[config.mk]
export PLATFORM = sky130hd
export DESIGN_NAME = nv_supply_supervisor
export DESIGN_NICKNAME = d
export VERILOG_FILES = /design/src/rtl/nv_supervisor_pkg.sv /design/src/rtl/nv_flag_sync.sv /design/src/rtl/nv_restore_timer.sv /design/src/rtl/nv_supervisor_fsm.sv /design/src/rtl/nv_supply_supervisor.sv
export SDC_FILE = /design/constraint.sdc
export NUM_CORES = 1
export LEC_CHECK = 0
export ABC_AREA = 1
export BUFFER_PORTS_ARGS = -buffer_cell sky130_fd_sc_hd__buf_4
export CAP_MARGIN = 20
export CORE_MARGIN = 8
export CORE_UTILIZATION = 55
export CTS_BUF_LIST = sky130_fd_sc_hd__clkbuf_8
export DETAILED_ROUTE_END_ITERATION = 8
export PLACE_DENSITY = 0.73
export SETUP_SLACK_MARGIN = 0.2
export SLEW_MARGIN = 25
export SYNTH_ARGS = -nofsm -noshare
export SYNTH_HDL_FRONTEND = slang
export SYNTH_SLANG_ARGS = --single-unit
[constraint.sdc]
create_clock -name clk -period 1.64 [get_ports clk]
set_input_delay 0 -clock clk [delete_from_list [all_inputs] [get_ports clk]]
set_output_delay 0 -clock clk [all_outputs]
set_load 0.02 [all_outputs]
[src/rtl/nv_supervisor_pkg.sv]
package nv_supervisor_pkg;
  typedef enum logic [0:0] {
    SV_IDLE    = 1'b0,
    SV_RESTORE = 1'b1
  } sv_state_t;

  // Order of the synchronized flag vector
  localparam int FLAG_SWITCH  = 0;
  localparam int FLAG_INHIBIT = 1;
  localparam int FLAG_RESET   = 2;
  localparam int NUM_FLAGS    = 3;
endpackage

[src/rtl/nv_flag_sync.sv]
module nv_flag_sync #(
  parameter int WIDTH  = 3,
  parameter int STAGES = 2,
  parameter logic [WIDTH-1:0] RST_VAL = '0
) (
  input  logic             clk,
  input  logic             rst,
  input  logic [WIDTH-1:0] async_in,
  output logic [WIDTH-1:0] sync_out
);
  genvar b;
  generate
    for (b = 0; b < WIDTH; b++) begin : g_bit
      logic [STAGES-1:0] chain;
      always_ff @(posedge clk) begin
        if (rst) chain <= {STAGES{RST_VAL[b]}};
        else     chain <= {chain[STAGES-2:0], async_in[b]};
      end
      assign sync_out[b] = chain[STAGES-1];
    end
  endgenerate
endmodule

[src/rtl/nv_restore_timer.sv]
module nv_restore_timer #(
  parameter int LENGTH = 16
) (
  input  logic clk,
  input  logic rst,
  input  logic clear,
  input  logic run,
  output logic expired
);
  localparam int CW = (LENGTH > 1) ? $clog2(LENGTH) : 1;
  localparam logic [CW-1:0] LAST = CW'(LENGTH - 1);

  logic [CW-1:0] cnt;

  assign expired = (cnt == LAST);

  always_ff @(posedge clk) begin
    if (rst || clear)        cnt <= '0;
    else if (run && !expired) cnt <= cnt + 1'b1;
  end
endmodule

[src/rtl/nv_supervisor_fsm.sv]
module nv_supervisor_fsm
  import nv_supervisor_pkg::*;
(
  input  logic clk,
  input  logic rst,
  input  logic sw_ok,
  input  logic inh_ok,
  input  logic vcc_low,
  input  logic done_in,
  input  logic timer_expired,
  output logic timer_clear,
  output logic timer_run,
  output logic store_inhibit,
  output logic recall_req,
  output logic restore_busy
);
  sv_state_t st;
  logic      armed;
  logic      done_seen;
  logic      start, abort, finish;

  always_comb begin
    start  = (st == SV_IDLE) && armed && sw_ok && !vcc_low;
    abort  = (st == SV_RESTORE) && (vcc_low || !sw_ok);
    finish = (st == SV_RESTORE) && !abort && timer_expired && (done_seen || done_in);
    timer_clear = start;
    timer_run   = (st == SV_RESTORE) && !abort;
  end

  always_ff @(posedge clk) begin
    if (rst) begin
      st            <= SV_IDLE;
      armed         <= 1'b1;
      done_seen     <= 1'b0;
      recall_req    <= 1'b0;
      restore_busy  <= 1'b1;
      store_inhibit <= 1'b1;
    end else begin
      recall_req    <= start;
      store_inhibit <= !inh_ok;
      unique case (st)
        SV_IDLE: begin
          if (vcc_low) begin
            armed        <= 1'b1;
            restore_busy <= 1'b1;
          end else if (start) begin
            st           <= SV_RESTORE;
            armed        <= 1'b0;
            done_seen    <= 1'b0;
            restore_busy <= 1'b1;
          end else begin
            restore_busy <= armed;
          end
        end
        SV_RESTORE: begin
          if (abort) begin
            st           <= SV_IDLE;
            armed        <= 1'b1;
            restore_busy <= 1'b1;
          end else if (finish) begin
            st           <= SV_IDLE;
            restore_busy <= 1'b0;
          end else if (done_in) begin
            done_seen    <= 1'b1;
          end
        end
        default: st <= SV_IDLE;
      endcase
    end
  end
endmodule

[src/rtl/nv_supply_supervisor.sv]
module nv_supply_supervisor
  import nv_supervisor_pkg::*;
#(
  parameter int SYNC_STAGES  = 2,
  parameter int RESTORE_CLKS = 27500
) (
  input  logic clk,
  input  logic rst,
  input  logic vcc_above_switch,
  input  logic vcc_above_inhibit,
  input  logic vcc_below_reset,
  input  logic recall_done,
  output logic store_inhibit,
  output logic recall_req,
  output logic restore_busy
);
  // Power-off view: below every level
  localparam logic [NUM_FLAGS-1:0] FLAG_RST = NUM_FLAGS'(1) << FLAG_RESET;

  logic [NUM_FLAGS-1:0] raw_flags, sync_flags;
  logic sw_ok, inh_ok, vcc_low;
  logic t_clear, t_run, t_expired;

  always_comb begin
    raw_flags               = '0;
    raw_flags[FLAG_SWITCH]  = vcc_above_switch;
    raw_flags[FLAG_INHIBIT] = vcc_above_inhibit;
    raw_flags[FLAG_RESET]   = vcc_below_reset;
  end

  nv_flag_sync #(
    .WIDTH   (NUM_FLAGS),
    .STAGES  (SYNC_STAGES),
    .RST_VAL (FLAG_RST)
  ) u_sync (
    .clk      (clk),
    .rst      (rst),
    .async_in (raw_flags),
    .sync_out (sync_flags)
  );

  assign sw_ok   = sync_flags[FLAG_SWITCH];
  assign inh_ok  = sync_flags[FLAG_INHIBIT];
  assign vcc_low = sync_flags[FLAG_RESET];

  nv_restore_timer #(
    .LENGTH (RESTORE_CLKS)
  ) u_timer (
    .clk     (clk),
    .rst     (rst),
    .clear   (t_clear),
    .run     (t_run),
    .expired (t_expired)
  );

  nv_supervisor_fsm u_fsm (
    .clk           (clk),
    .rst           (rst),
    .sw_ok         (sw_ok),
    .inh_ok        (inh_ok),
    .vcc_low       (vcc_low),
    .done_in       (recall_done),
    .timer_expired (t_expired),
    .timer_clear   (t_clear),
    .timer_run     (t_run),
    .store_inhibit (store_inhibit),
    .recall_req    (recall_req),
    .restore_busy  (restore_busy)
  );
endmodule

==> Word-level counts from Yosys, hierarchy flattened <==
Index checks and enable logic that the tools add are counted.
{ "totals": {"register_bits": 27, "output_inout_bits": 3, "wordCells": 58} }
{ "classes": {"addsub": 1, "n_eq_ne": 9, "mux": 19, "bitwise_logic": 1, "reduce_logical": 18} }
{ "ops": {"columns": ["cell", "count"], "rows": [
  ["15-bit by 1-bit adder with 15-bit output (second input constant)", 1],
  ["15-bit == test (second input constant)", 1],
  ["1-bit 2-to-1 mux", 15],
  ["2-bit inequality test (second input constant)", 6],
  ["1-bit logical AND", 8],
  ["1-bit case mux with 2 select lines", 4],
  ["3-bit inequality test (second input constant)", 2],
  ["1-bit logical NOT", 5],
  ["5-bit AND reduction", 1],
  ["1-bit logical OR", 3],
  ["2-bit AND reduction", 1],
  ["1-bit inverter", 1]
]} }

==> Depth between registers and ports, before layout <==
Gate-level depths: netlist of the first run.
{ "depth": {"word_depth": 10, "depth_mapped": 9, "depth_no_buf": 9} }

==> Cells and area by module <==
A second synthesis of the first run with hierarchy kept.
{ "hier_totals": {"cells_unflattened": 230, "area_unflattened_um2": 1460.2} }
{ "by_module_without_submodules": {"columns": ["mod", "n_inst", "cells_each", "area_each_um2"], "rows": [
  ["nv_restore_timer", 1, 170, 997.2],
  ["nv_supervisor_fsm", 1, 38, 271.5],
  ["nv_flag_sync", 1, 22, 191.4]
]} }

==> Worst setup path after synthesis of the first run <==
No wires, ideal clock.
{ "synth_timing": {"path_type": "register -> register", "start": "register u_timer.cnt[0]", "end": "register u_timer.cnt[6]", "setup_ps": 123, "t_arrival_ps": 1285, "required_ps": 1517, "path_slack_ps": 232, "path_stages_with_launch": 10, "n_path_buf": 1, "period_less_slack_ps": 1408, "path_cell_list": "dfxtp_1 ha_1 nand2_1 nor2_1 nand2_1 nor2_2 nor2_4 buf_6 nand2_1 a21oi_2"} }
{ "synth_via": {"elab_chain_len": 3, "elab_cells_between_ends": 4} }
{ "synth_rtl": {"columns": ["item", "line", "text"], "rows": [
  ["start: declaration", "nv_restore_timer.sv:13", "logic [CW-1:0] cnt;"],
  ["start signal: assignment", "nv_restore_timer.sv:19", "else if (run && !expired) cnt <= cnt + 1'b1;"],
  ["branches (longest 3 deep; another with 15-bit by 1-bit adder with 15-bit output)", null, null]
]} }
Several ways; the timed one is not identified.
A chain may end at the register's enable or synchronous reset.

==> Worst setup path in the final report of the first run <==
{ "layout_timing": {"start": "register u_timer.cnt[0]", "end": "register u_timer.cnt[10]"} }
Same word-level chain as after synthesis.

==> out/metrics.sh, run 1 <==
OUTCOME='finished, final reports clean'
CRIT-REG2REG-CAPTURE='u_timer.cnt[10]'
HOLD-WORST-SLACK_NS=0.01947
DIE_HEIGHT_UM=65.87
AREA_GROWTH_SYN_TO_LAYOUT_PCT=23.79
P_INT_uW=861.6
ENDPOINT_KIND='flop'
CLOCK_TREE.ROOT_CELL='clkbuf_8'
GLOBAL_ROUTE.USAGE.TOTAL_PCT=16.53
NUMBER_OF_PORT_BUFFERS=8
TIMING.FINAL.SETUP_VIOLATIONS=0
YS_ASYNC_SR_FRACTION_PCT=0
YOSYS_WARNINGS=0
SEQPWRFRAC_PCT=60.0
CAP_VIOL_MAX_COUNT=0
FF2FF_PATH_DEPTH=9
CP_DATA_ARRIVAL_TIME_NS=1.61
TIMING.HOLD.WORST.CLASS='in2reg'
FINALHOLDVIOLCOUNT=0
POWER_PER_CELL_AREA_nW_PER_UM2=654.2
CRITICAL_PATH_CLASS='reg2reg'
NUM_VIAS=1346
FP.DIEAREA_UM2=4338
SYNTH.MOST_COMMON_CELL='nand2_1'
INITIAL_ANTENNA_VIOLATION_COUNT=0
WORSTMARGINPINSLEW_NS=0.3401
WORSTPATHMAXFANOUT=8
CTS_BUFFERS=3
YOSYSSEQAREASHARE_PCT=39.52
DRIVE_ABOVE_1_SHARE_PCT=26.67
CLOCK.FMAX_MHz=717.4
DETAILEDPLACE.WORSTSLACK_NS=0.05434
TOP_LEVEL_PORTS=9
POST-ROUTE-UTIL_PCT=70.25
FINAL_MAX_SLEW_VIOL_COUNT=0
ANTENNA_VIOLATING_NETS_POST_ROUTE=0
SETUP_WS_NS=0.2460
SYN-CELL-AREA_UM2=1368
TIMING.RR.START='u_timer.cnt[0]'
TIMING.SLEW.HEADROOM_PCT=77.24
SYNTH_REGISTER_BITS=27
TIMING.FINAL.CRIT_SHARE_PCT=85.00
SYNTH_TOP_CELL_AREA_SHARE_PCT=39.52
CLOCK-SKEW-FINAL_NS=0.006864
SYNTH_TOP_FLOP_CELL='dfxtp_1'
GRT_SETUP_UNREPAIRED='yes'
TRITONCTS='built'
SYN_INST=200
CP-ENDPOINT='u_timer.cnt[10]'
SYNTH_LARGEST_AREA_CELL='dfxtp_1'
FINAL_PERIOD_MINUS_WORST_SETUP_SLACK_NS=1.394
H_TREE_LVLS=1
DRT_WL_TOTAL_UM=3384
SYNTH.DISTINCT_CELLS=22
POWER.SHARE.COMBINATIONAL_PCT=4.9
FIRST_PASS_ITERS=4
GRT_FIRST_PASS_WIRELENGTH_UM=5664
SETUP_TOTAL_NEGATIVE_SLACK_NS=0
DESIGN.FINAL.NETS=233
GRT_PASS1_VIAS=1268
CP-STARTPOINT='u_timer.cnt[0]'
LARGEST_NET_DEGREE_AT_THE_START_OF_GLOBAL_ROUTING=17
WORST-ENDPOINT-REQUIRED_NS=1.86
N_ANTENNA_CELL=0
SYNTH.AVG_CELL_AREA_UM2=6.838
SYNTH_EDF_COUNT=0
NUMCLOCKSINKS=27
GRT_OVERFLOW=0
POWER.CLOCK.FRACTION_PCT=35.1
POST_SYNTH_MAIN_AREA_CONTRIBUTORS='dfxtp_1, nand2_1, nor2_1'
START_UTIL_PCT=56.75
VDD_DROP_MAX_mV=0.6774
DPL.CELL_COUNT=237
WL_PER_CELL_UM=13.27
GLOBALPLACE.CONGESTION=0.9431
DRC=0
WORST_SKEW_PAIR.LATE_LATENCY_NS=0.28
CTS.PATH.MAX_BUFFERS=2
SLACK_OF_THE_WORST_REG_TO_REG_PATH_NS=0.25
P_LEAK_nW=0.6287
WORST_SETUP_PATH_START_KIND='flop'
SYN_NETS=207
DRT-INITIAL-DRC-COUNT=63
CLK_PIN_SLEW_WORST_PATHS_NS=0.09
NETSWITCHINGFRACTION_PCT=22.20
CORE_AREA_UM2=2410
FILLER_CELL_COUNT=185
ROW_COUNT=18
NETSWITCHINGPOWER_uW=245.9
FINISH.CELL_COUNT_WITHOUT_FILLERS=255
ROUTE.DETAILED.VIAS_PER_INST=5.278
DIE_X_UM=65.87
POST-DP-HPWL_UM=2043
POST_SYNTH_MOST_FREQUENT_CELLS='nand2_1, nor2_1, dfxtp_1, inv_1, nand3_1'
-- how the worst min path moves through the flow --
stage | start | endpoint | slack (ns) | depth (start not counted)
finish | recall_done | u_fsm.done_seen | 0.02 | 3
global route | recall_done | u_fsm.done_seen | 0.02 | 3
CTS | recall_done | u_fsm.done_seen | 0.02 | 3
detailed placement | vcc_below_reset | u_sync.g_bit[2].chain[0] | 0.19 | 2
global placement | vcc_below_reset | u_sync.g_bit[2].chain[0] | 0.19 | 2
floorplan | vcc_below_reset | u_sync.g_bit[2].chain[0] | 0.10 | 1
-- final cells by class --
cell class	instances	area (um^2)	share of cell area [%]
Tap cell	30	37.54	2.217
Sequential cell	27	553.0	32.67
Inverter	24	90.09	5.322
Clock inverter	1	7.507	0.4435
Clock buffer	3	41.29	2.439
Timing Repair Buffer	23	190.2	11.23
Multi-Input combinational cell	147	773.2	45.68
-- per-layer routing --
layer  GRT usage [%]  up-vias  wire (um)
li1                -      675          -
met1           18.41      601       1370
met2           29.48       52       1687
met3           3.729       18        200
met4           6.540        0        125
met5               0        -          0
-- critical path, stage by stage, from the launching register on --
cell and delay, ns:
dfxtp_4 0.38, ha_4 0.15, nand2_1 0.08, nor2_2 0.12, nand2_1 0.10, nor2_4 0.17
nor2_4 0.09, nand3_1 0.08, nand2_1 0.07, nor2_2 0.09
-- cells in the final DEF (no fill, tap or decap), drive strengths merged, types with 2 or more instances in the layout --
cell type,Yosys,final
nand2,64,65
nor2,35,36
dfxtp,27,27
inv,24,24
buf,3,16
a21oi,13,13
nand3,9,9
dlygate4sd3,0,7
o21ai,7,7
nand4,6,6
xor2,5,5
clkbuf,1,3
or2,2,2
xnor2,2,2
-- cell families after synthesis --
| kind of cell | after synthesis | synth area share (%) |
|---|---|---|
| xor gates and xnor gates | 7 | 4.483 |
| DFF | 27 | 39.52 |
| buffers and inverters | 28 | 8.874 |
| AOI/OAI and AO/OA | 20 | 9.515 |
| and+or+nand+nor | 117 | 36.69 |
| adders and majority gates | 1 | 0.9148 |
-- stage by stage --
step	total power, mW	instance area [um^2]
floorplan	0.7030	1368
global placement	0.7186	1456
detailed placement	0.7194	1456
CTS	1.112	1632
global route	1.160	1693
finish	1.107	1693
-- sequential cells by signal, indices dropped and copies added (netlist names) --
signal               count
u_fsm.restore_busy       1
u_timer.cnt             15
u_fsm.store_inhibit      1
u_fsm.done_seen          1
u_sync.g_bit.chain       6
u_fsm.recall_req         1
u_fsm.armed              1
u_fsm.st                 1
-- power by group through the flow --
stage	Combinational (mW)	Sequential [mW]	Clock, mW
3_5_place_dp	0.0385	0.681	0
2_1_floorplan	0.0216	0.681	0
3_3_place_gp	0.0379	0.681	0
4_1_cts	0.0517	0.664	0.397
6_report	0.0545	0.664	0.389
5_1_grt	0.0592	0.665	0.436
-- what timing repair did --
action                                 in CTS  in global routing
gates resized for setup                    12                 14
setup endpoints to repair                  18                 17
hold buffers                                7                  0
setup buffers                               1                  4
endpoints found under the hold margin       8                  0
pin swaps                                   2                  4
cloned                                      1                  1
Power figures use the tool's default switching activity.
==> run 2: changes to the inputs <==
--- a/config.mk
+++ b/config.mk
@@ -12,7 +12,7 @@
 export CORE_UTILIZATION = 55
 export CTS_BUF_LIST = sky130_fd_sc_hd__clkbuf_8
 export DETAILED_ROUTE_END_ITERATION = 8
-export PLACE_DENSITY = 0.73
+export PLACE_DENSITY = 0.76
 export SETUP_SLACK_MARGIN = 0.2
 export SLEW_MARGIN = 25
 export SYNTH_ARGS = -nofsm -noshare
==> constraint.sdc (replaced) <==
create_clock -name clk -period 1.1 [get_ports clk]
set_input_delay 0 -clock clk [delete_from_list [all_inputs] [get_ports clk]]
set_output_delay 0 -clock clk [all_outputs]
set_load 0.02 [all_outputs]
==> run 2 against run 1 <==
Against the previous run:
- the run now ends with negative setup slack left
- non-clock buffer count increased by 29
- core utilization increased by 14 points
- sequential power increased by 49%
- sequential share of layout area decreased by 5.4 points
- fmax decreased by 0.93%
- routed wire length increased by 32%
- global-route usage increased by 3.8 points
- power increased by 50%
- final area increased by 20%
- combinational power increased by 81%
- clock skew decreased by 0.0022 ns
- count of clock-buffer cells in the layout unchanged
- critical endpoint is now u_timer.cnt[13]
==> out/metrics.sh, run 2 (synthesis results as in run 1) <==
GLOBAL_ROUTE.USAGE.TOTAL_PCT=20.37  # +3.8 points
FIRST_PASS_ITERS=4  # unchanged
GLOBALPLACE.CONGESTION=0.8577  # -9.1%
MOST_COMMON_CELL_AFTER_LAYOUT_FILL_AND_TAPS_ASIDE='nand2_1'
FINALHOLDVIOLCOUNT=0  # unchanged
WORST_SKEW_PAIR.LATE_LATENCY_NS=0.28  # about the same
CLK_PIN_SLEW_WORST_PATHS_NS=0.09  # about the same
GRT_FIRST_PASS_WIRELENGTH_UM=6996  # +24%
LARGEST-REGISTER='u_timer.cnt'
REG.LARGEST.LIST='u_timer.cnt (15), u_sync.g_bit.chain (6)'
DIE_HEIGHT_UM=65.87  # unchanged
SETUP_WS_NS=-0.3070  # -0.5531 ns
FAILED_CHECKS='negative setup slack'
CLOCK.FMAX_MHz=710.7  # -0.93%
GRT_OVERFLOW=0  # unchanged
DRT-INITIAL-DRC-COUNT=100  # +59%
FILLER_CELL_COUNT=133  # -28%
N_ANTENNA_CELL=0  # unchanged
WORST_SETUP_PATH_START_KIND='flop'
LARGEST_REGISTER_FF_COUNT=15  # unchanged
INITIAL_ANTENNA_VIOLATION_COUNT=0  # unchanged
CP_DATA_ARRIVAL_TIME_NS=1.62  # about the same
FINAL_AREA_UM2=2023  # +20%
DRIVE_ABOVE_1_SHARE_PCT=43.87  # +17 points
HOLDPATHSTAGES=3  # unchanged
NETSWITCHINGPOWER_uW=369.8  # +50%
NUMBER_OF_PORT_BUFFERS=8  # unchanged
CORE_AREA_UM2=2410  # unchanged
SLACK_OF_THE_WORST_REG_TO_REG_PATH_NS=-0.31  # -0.55 ns
CLOCK_TREE.ROOT_CELL='clkbuf_8'
NUMCLOCKSINKS=27  # unchanged
VDD_DROP_MAX_mV=0.9625  # +42%
CRITICAL_PATH_CLASS='reg2reg'
TIMING.RR.START='u_timer.cnt[5]'
CRIT-REG2REG-CAPTURE='u_timer.cnt[13]'
CTS.PATH.MAX_BUFFERS=2  # unchanged
DIE_X_UM=65.87  # unchanged
POST-DP-HPWL_UM=2507  # +23%
NUM_VIAS=1586  # +18%
OUTCOME='finished with violations'
WORSTHOLDSTART='recall_done'
CAP_VIOL_MAX_COUNT=0  # unchanged
WORST-ENDPOINT-REQUIRED_NS=1.31  # -0.55 ns
MOSTFREQUENTLAYOUTCELLS='nand2_1, buf_4, nor2_1'
ROW_COUNT=18  # unchanged
GRT_SETUP_UNREPAIRED='yes'
P_INT_mW=1.288  # +50%
ROUTE.DETAILED.VIAS_PER_INST=5.604  # +6.2%
DRC=0  # unchanged
TIMING.HOLD.WORST.CLASS='in2reg'
SEQPWRFRAC_PCT=59.8  # -0.2 points
H_TREE_LVLS=1  # unchanged
FINAL_MAX_SLEW_VIOL_COUNT=0  # unchanged
TIMING.SLEW.HEADROOM_PCT=83.79  # +6.5 points
POWER_CONSUMPTION_mW=1.658  # +50%
P_LEAK_nW=0.8122  # +29%
CTS_BUFFERS=3  # unchanged
WORSTMARGINPINSLEW_NS=0.2424  # -0.09771 ns
TIMING.HOLD.WORST_ENDPOINT='u_fsm.done_seen'
WL_PER_CELL_UM=15.83  # +19%
ANTENNA_VIOLATING_NETS_POST_ROUTE=0  # unchanged
CLOCK-SKEW-FINAL_NS=0.004616  # -0.002247 ns
POWER_PER_CELL_AREA_nW_PER_UM2=819.5  # +25%
LARGEST_NET_DEGREE_AT_THE_START_OF_GLOBAL_ROUTING=15  # -2
DPL_CELL_AREA_UM2=1700  # +17%
POWER.SHARE.COMBINATIONAL_PCT=6.0  # +1.1 points
POWER.CLOCK.FRACTION_PCT=34.2  # -0.9 points
START_UTIL_PCT=56.75  # unchanged
GRT_PASS1_VIAS=1614  # +27%
FP.DIEAREA_UM2=4338  # unchanged
NETSWITCHINGFRACTION_PCT=22.30  # +0.10 points
DESIGN.FINAL.NETS=261  # +12%
ENDPOINT_KIND='flop'
TOP_LEVEL_PORTS=9  # unchanged
TIMING.FINAL.CRIT_SHARE_PCT=127.9  # +43 points
AREA_GROWTH_SYN_TO_LAYOUT_PCT=47.94
TIMING.FINAL.SETUP_VIOLATIONS=18  # +18
DRT_WL_TOTAL_UM=4481  # +32%
FINAL_PERIOD_MINUS_WORST_SETUP_SLACK_NS=1.407  # +0.01309 ns
FF2FF_PATH_DEPTH=7  # -2
TRITONCTS='built'
WORSTPATHMAXFANOUT=7  # -1
## run 2: cell count changes in the layout (fill, tap and decap cells not counted), sizes merged
cell / previous run / this run
clkinvlp: 1 / 0
inv: 24 / 25
buf: 16 / 46
dlygate4sd3: 7 / 6
nor2: 36 / 35
## run 2: timing repair
action | 4_1_cts | 5_1_grt
gates cloned | 1 | 0
gates resized for setup | 25 | 27
hold buffers | 6 | 0
endpoints found under the hold margin | 7 | 0
setup endpoints to repair | 19 | 20
pin swaps | 14 | 10
buffers inserted | 6 | 1
## run 2: power by group through the flow
stage	sequential (mW)	clock, mW	combinational [mW]
finish	0.991	0.568	0.0989
global placement	1.01	0	0.0694
detailed placement	1.01	0	0.0728
global route	0.993	0.619	0.105
floorplan	1.01	0	0.0326
CTS	0.990	0.560	0.0916
## run 2: through the flow
step | setup TNS [ns] | util, % | setup slack [ns] | hold WS, ns | cells
global route | -6.589 | 83.96 | -0.4051 | 0.01175 | 283
floorplan | -2.746 | - | -0.1959 | 0.1038 | 200
CTS | -4.120 | 79.96 | -0.2611 | 0.01398 | 282
finish | -4.959 | 83.96 | -0.3070 | 0.02284 | 283
detailed placement | -4.917 | 70.56 | -0.3248 | 0.1884 | 265
global placement | -3.873 | 70.56 | -0.2561 | 0.1864 | 265
## run 2: final cells by class
cell class                 count  area, um^2  share of cell area, %
clock buffer                   3       41.29                  2.041
clock inverter                 1       3.754                 0.1855
inverter                      24       90.09                  4.453
multi-input combinational    146       869.6                  42.98
sequential                    27       551.8                  27.27
tap                           30       37.54                  1.855
timing repair buffer          52       429.2                  21.21
## run 2: layer usage
| metal | global-route usage (%) | wire (um) |
|---|---|---|
| met1 | 19.14 | 1565 |
| met2 | 38.61 | 2324 |
| met3 | 4.915 | 321 |
| met4 | 12.26 | 270 |
| met5 | 0 | 0 |
## run 2: critical path, stage by stage (launching register included)
cell and delay (ns):
dfxtp_2 0.42, nand2_2 0.12, nor2_1 0.14, nand4_1 0.16, buf_4 0.19, nand2_4 0.11, nand2_1 0.06, a21oi_1 0.13
## run 2: worst max-delay path by stage
stage                         startpoint              end  depth (start not counted)
after floorplan           u_timer.cnt[0]   u_timer.cnt[6]                          9
after global routing      u_timer.cnt[1]   u_timer.cnt[4]                          8
after global placement    u_timer.cnt[4]  u_timer.cnt[10]                          9
final                     u_timer.cnt[5]  u_timer.cnt[13]                          7
after CTS                 u_timer.cnt[0]   u_timer.cnt[0]                          9
after detailed placement  u_timer.cnt[1]   u_timer.cnt[0]                          8
==> run 3: changes to the inputs <==
--- a/config.mk
+++ b/config.mk
@@ -9,10 +9,9 @@
 export BUFFER_PORTS_ARGS = -buffer_cell sky130_fd_sc_hd__buf_4
 export CAP_MARGIN = 20
 export CORE_MARGIN = 8
-export CORE_UTILIZATION = 55
+export CORE_UTILIZATION = 40
 export CTS_BUF_LIST = sky130_fd_sc_hd__clkbuf_8
 export DETAILED_ROUTE_END_ITERATION = 8
-export PLACE_DENSITY = 0.76
 export SETUP_SLACK_MARGIN = 0.2
 export SLEW_MARGIN = 25
 export SYNTH_ARGS = -nofsm -noshare
==> run 3 against run 2 <==
Against the previous run:
- final area rose by 2.1%
- via count shrank 14%
- critical endpoint is now u_timer.cnt[2]
- die area grew 28%
- the flow still finishes with violations (negative setup slack)
- critical path depth increased by 1
==> out/metrics.sh, run 3 (synthesis results as in run 1) <==
MOST_COMMON_CELL_AFTER_LAYOUT_FILL_AND_TAPS_ASIDE='nand2_1'
TIMING.HOLD.WORST.CLASS='in2reg'
TIMING.SLEW.HEADROOM_PCT=76.08  # -7.7 points
DRC=0  # unchanged
CLK_PIN_SLEW_WORST_PATHS_NS=0.09  # about the same
VDD_DROP_MAX_mV=0.4409  # -54%
MOSTFREQUENTLAYOUTCELLS='nand2_1, buf_4, nor2_1'
SETUP_TOTAL_NEGATIVE_SLACK_NS=-4.008  # +0.9506 ns
LARGEST_INCREMENTAL_DELAY_ON_THE_CRITICAL_PATH_NS=0.38  # -0.04 ns
WORST-ENDPOINT-REQUIRED_NS=1.32  # about the same
CP-ENDPOINT='u_timer.cnt[2]'
CLOCK.FMAX_MHz=741.4  # +4.3%
LARGEST_NET_DEGREE_AT_THE_START_OF_GLOBAL_ROUTING=17  # +2
DIE_X_UM=74.47  # +13%
TIMING.RR.START='u_timer.cnt[1]'
HOLD-WORST-SLACK_NS=0.006662  # -0.01618 ns
CTS_BUFFERS=3  # unchanged
OUTCOME='finished with violations'
POWER_CONSUMPTION_mW=1.665  # +0.42%
P_LEAK_nW=0.8418  # +3.6%
FINAL_MAX_SLEW_VIOL_COUNT=0  # unchanged
SETUP_WS_NS=-0.2488  # +0.05827 ns
NUMBER_OF_PORT_BUFFERS=8  # unchanged
CLOCK_TREE.ROOT_CELL='clkbuf_8'
H_TREE_LVLS=1  # unchanged
DESIGN.FINAL.NETS=262  # +0.38%
TIMING.FINAL.CRIT_SHARE_PCT=122.6  # -5.3 points
SLACK_OF_THE_WORST_REG_TO_REG_PATH_NS=-0.25  # +0.06 ns
NUMCLOCKSINKS=27  # unchanged
WORST_SKEW_PAIR.LATE_LATENCY_NS=0.28  # about the same
DIE_HEIGHT_UM=74.47  # +13%
FINAL-SEQ-AREA_UM2=551.8  # unchanged
ROW_COUNT=21  # +3
LARGEST-REGISTER='u_timer.cnt'
FILLER_CELL_COUNT=302  # +130%
AREA_GROWTH_SYN_TO_LAYOUT_PCT=51.05
FF2FF_PATH_DEPTH=8  # +1
GRT_OVERFLOW=0  # unchanged
TIMING.FINAL.SETUP_VIOLATIONS=18  # unchanged
FINALHOLDVIOLCOUNT=0  # unchanged
WORST_PATH_MAX_DELAY_CELL='dfxtp_4'
N_ANTENNA_CELL=0  # unchanged
INITIAL_ANTENNA_VIOLATION_COUNT=0  # unchanged
CTS.PATH.MAX_BUFFERS=2  # unchanged
DRIVE_ABOVE_1_SHARE_PCT=44.49  # +0.61 points
FAILED_CHECKS='negative setup slack'
FINAL_PERIOD_MINUS_WORST_SETUP_SLACK_NS=1.349  # -0.05827 ns
POST-DP-HPWL_UM=2310  # -7.9%
DRT-INITIAL-DRC-COUNT=54  # -46%
WL_PER_CELL_UM=11.22  # -29%
CORE_AREA_UM2=3311  # +37%
ENDPOINT_KIND='flop'
DRT_WL_TOTAL_UM=3365  # -25%
TRITONCTS='built'
GRT_SETUP_UNREPAIRED='yes'
ANTENNA_VIOLATING_NETS_POST_ROUTE=0  # unchanged
WORSTMARGINPINSLEW_NS=0.3589  # +0.1165 ns
GLOBAL_ROUTE.USAGE.TOTAL_PCT=12.95  # -7.4 points
TOP_LEVEL_PORTS=9  # unchanged
CP-STARTPOINT='u_timer.cnt[1]'
FINAL_AREA_UM2=2066  # +2.1%
GLOBALPLACE.CONGESTION=0.8235  # -4.0%
REG.LARGEST.LIST='u_timer.cnt (15), u_sync.g_bit.chain (6)'
CAP_VIOL_MAX_COUNT=0  # unchanged
START_UTIL_PCT=41.31  # -15 points
NUM_VIAS=1368  # -14%
CLOCK-SKEW-FINAL_NS=0.002616  # -0.002000 ns
WORST_SETUP_PATH_START_KIND='flop'
ROUTE.DETAILED.VIAS_PER_INST=4.560  # -19%
GRT_FIRST_PASS_WIRELENGTH_UM=5547  # -21%
CRITICAL_PATH_CLASS='reg2reg'
CRIT-REG2REG-CAPTURE='u_timer.cnt[2]'
LARGEST_REGISTER_FF_COUNT=15  # unchanged
MULTI_INPUT_COMB_AREA_UM2=869.6  # unchanged
GRT_PASS1_VIAS=1252  # -22%
DPL_CELL_AREA_UM2=1765  # +3.8%
HOLDPATHSTAGES=3  # unchanged
CP_DATA_ARRIVAL_TIME_NS=1.57  # -0.05 ns
POST-ROUTE-UTIL_PCT=62.40  # -22 points
POWER_PER_CELL_AREA_nW_PER_UM2=806.0  # -1.6%
WORSTPATHMAXFANOUT=7  # unchanged
TIMING.CRITICAL_PATH.CELLS='ha_4 > nand2_4 > nor2_4 > nand4_1 > nand2_2 > buf_6 > nand2_1 > a21oi_2'
FIRST_PASS_ITERS=4  # unchanged
FP.DIEAREA_UM2=5546  # +28%
run 3: worst max-delay path, delay by kind of cell (launching register included):
| family | cells | cell delay [ns] |
|---|---|---|
| AOI/OAI and AO/OA | 1 | 0.11 |
| adders and majority gates | 1 | 0.16 |
| and+or+nand+nor | 5 | 0.50 |
| DFF | 1 | 0.38 |
| buffers and inverters | 1 | 0.14 |
run 3: timing repair:
item                                    CTS  global route
resized for setup                        19            36
setup buffers                             2             1
hold buffers                              5             0
endpoints found under the setup margin   19            22
pin swaps                                10            15
endpoints found under the hold margin     8             0
gates cloned                              1             0
run 3: per-stage QoR:
step	worst slack (ns)	cells
floorplan	-0.1959	200
global placement	-0.2305	287
detailed placement	-0.2831	287
CTS	-0.2458	299
global route	-0.3619	300
finish	-0.2488	300
run 3: worst min path at each step:
stage                         start                        to
floorplan           vcc_below_reset  u_sync.g_bit[2].chain[0]
global placement    vcc_below_reset  u_sync.g_bit[2].chain[0]
detailed placement  vcc_below_reset  u_sync.g_bit[2].chain[0]
CTS                     recall_done           u_fsm.done_seen
global route            recall_done           u_fsm.done_seen
finish                  recall_done           u_fsm.done_seen
run 3: area by class of cell:
type	instances	area share [%]
clock buffer	3	1.999
clock inverter	1	0.3028
inverter	24	4.603
multi-input combinational	146	42.10
sequential	27	26.71
tap	46	2.786
timing repair buffer	53	21.50
run 3: power by group:
group	internal [mW]	switching, mW
registers	0.984	0.00443
logic	0.0503	0.0435
clock network	0.260	0.323
total	1.29	0.371
run 3: metal layers:
metal / vias to the layer above / GRT usage, % / routed length [um]
li1: 730 / - / -
met1: 612 / 16.34 / 1656
met2: 21 / 20.14 / 1504
met3: 5 / 2.561 / 138
met4: 0 / 6.957 / 65
met5: - / 0 / 0
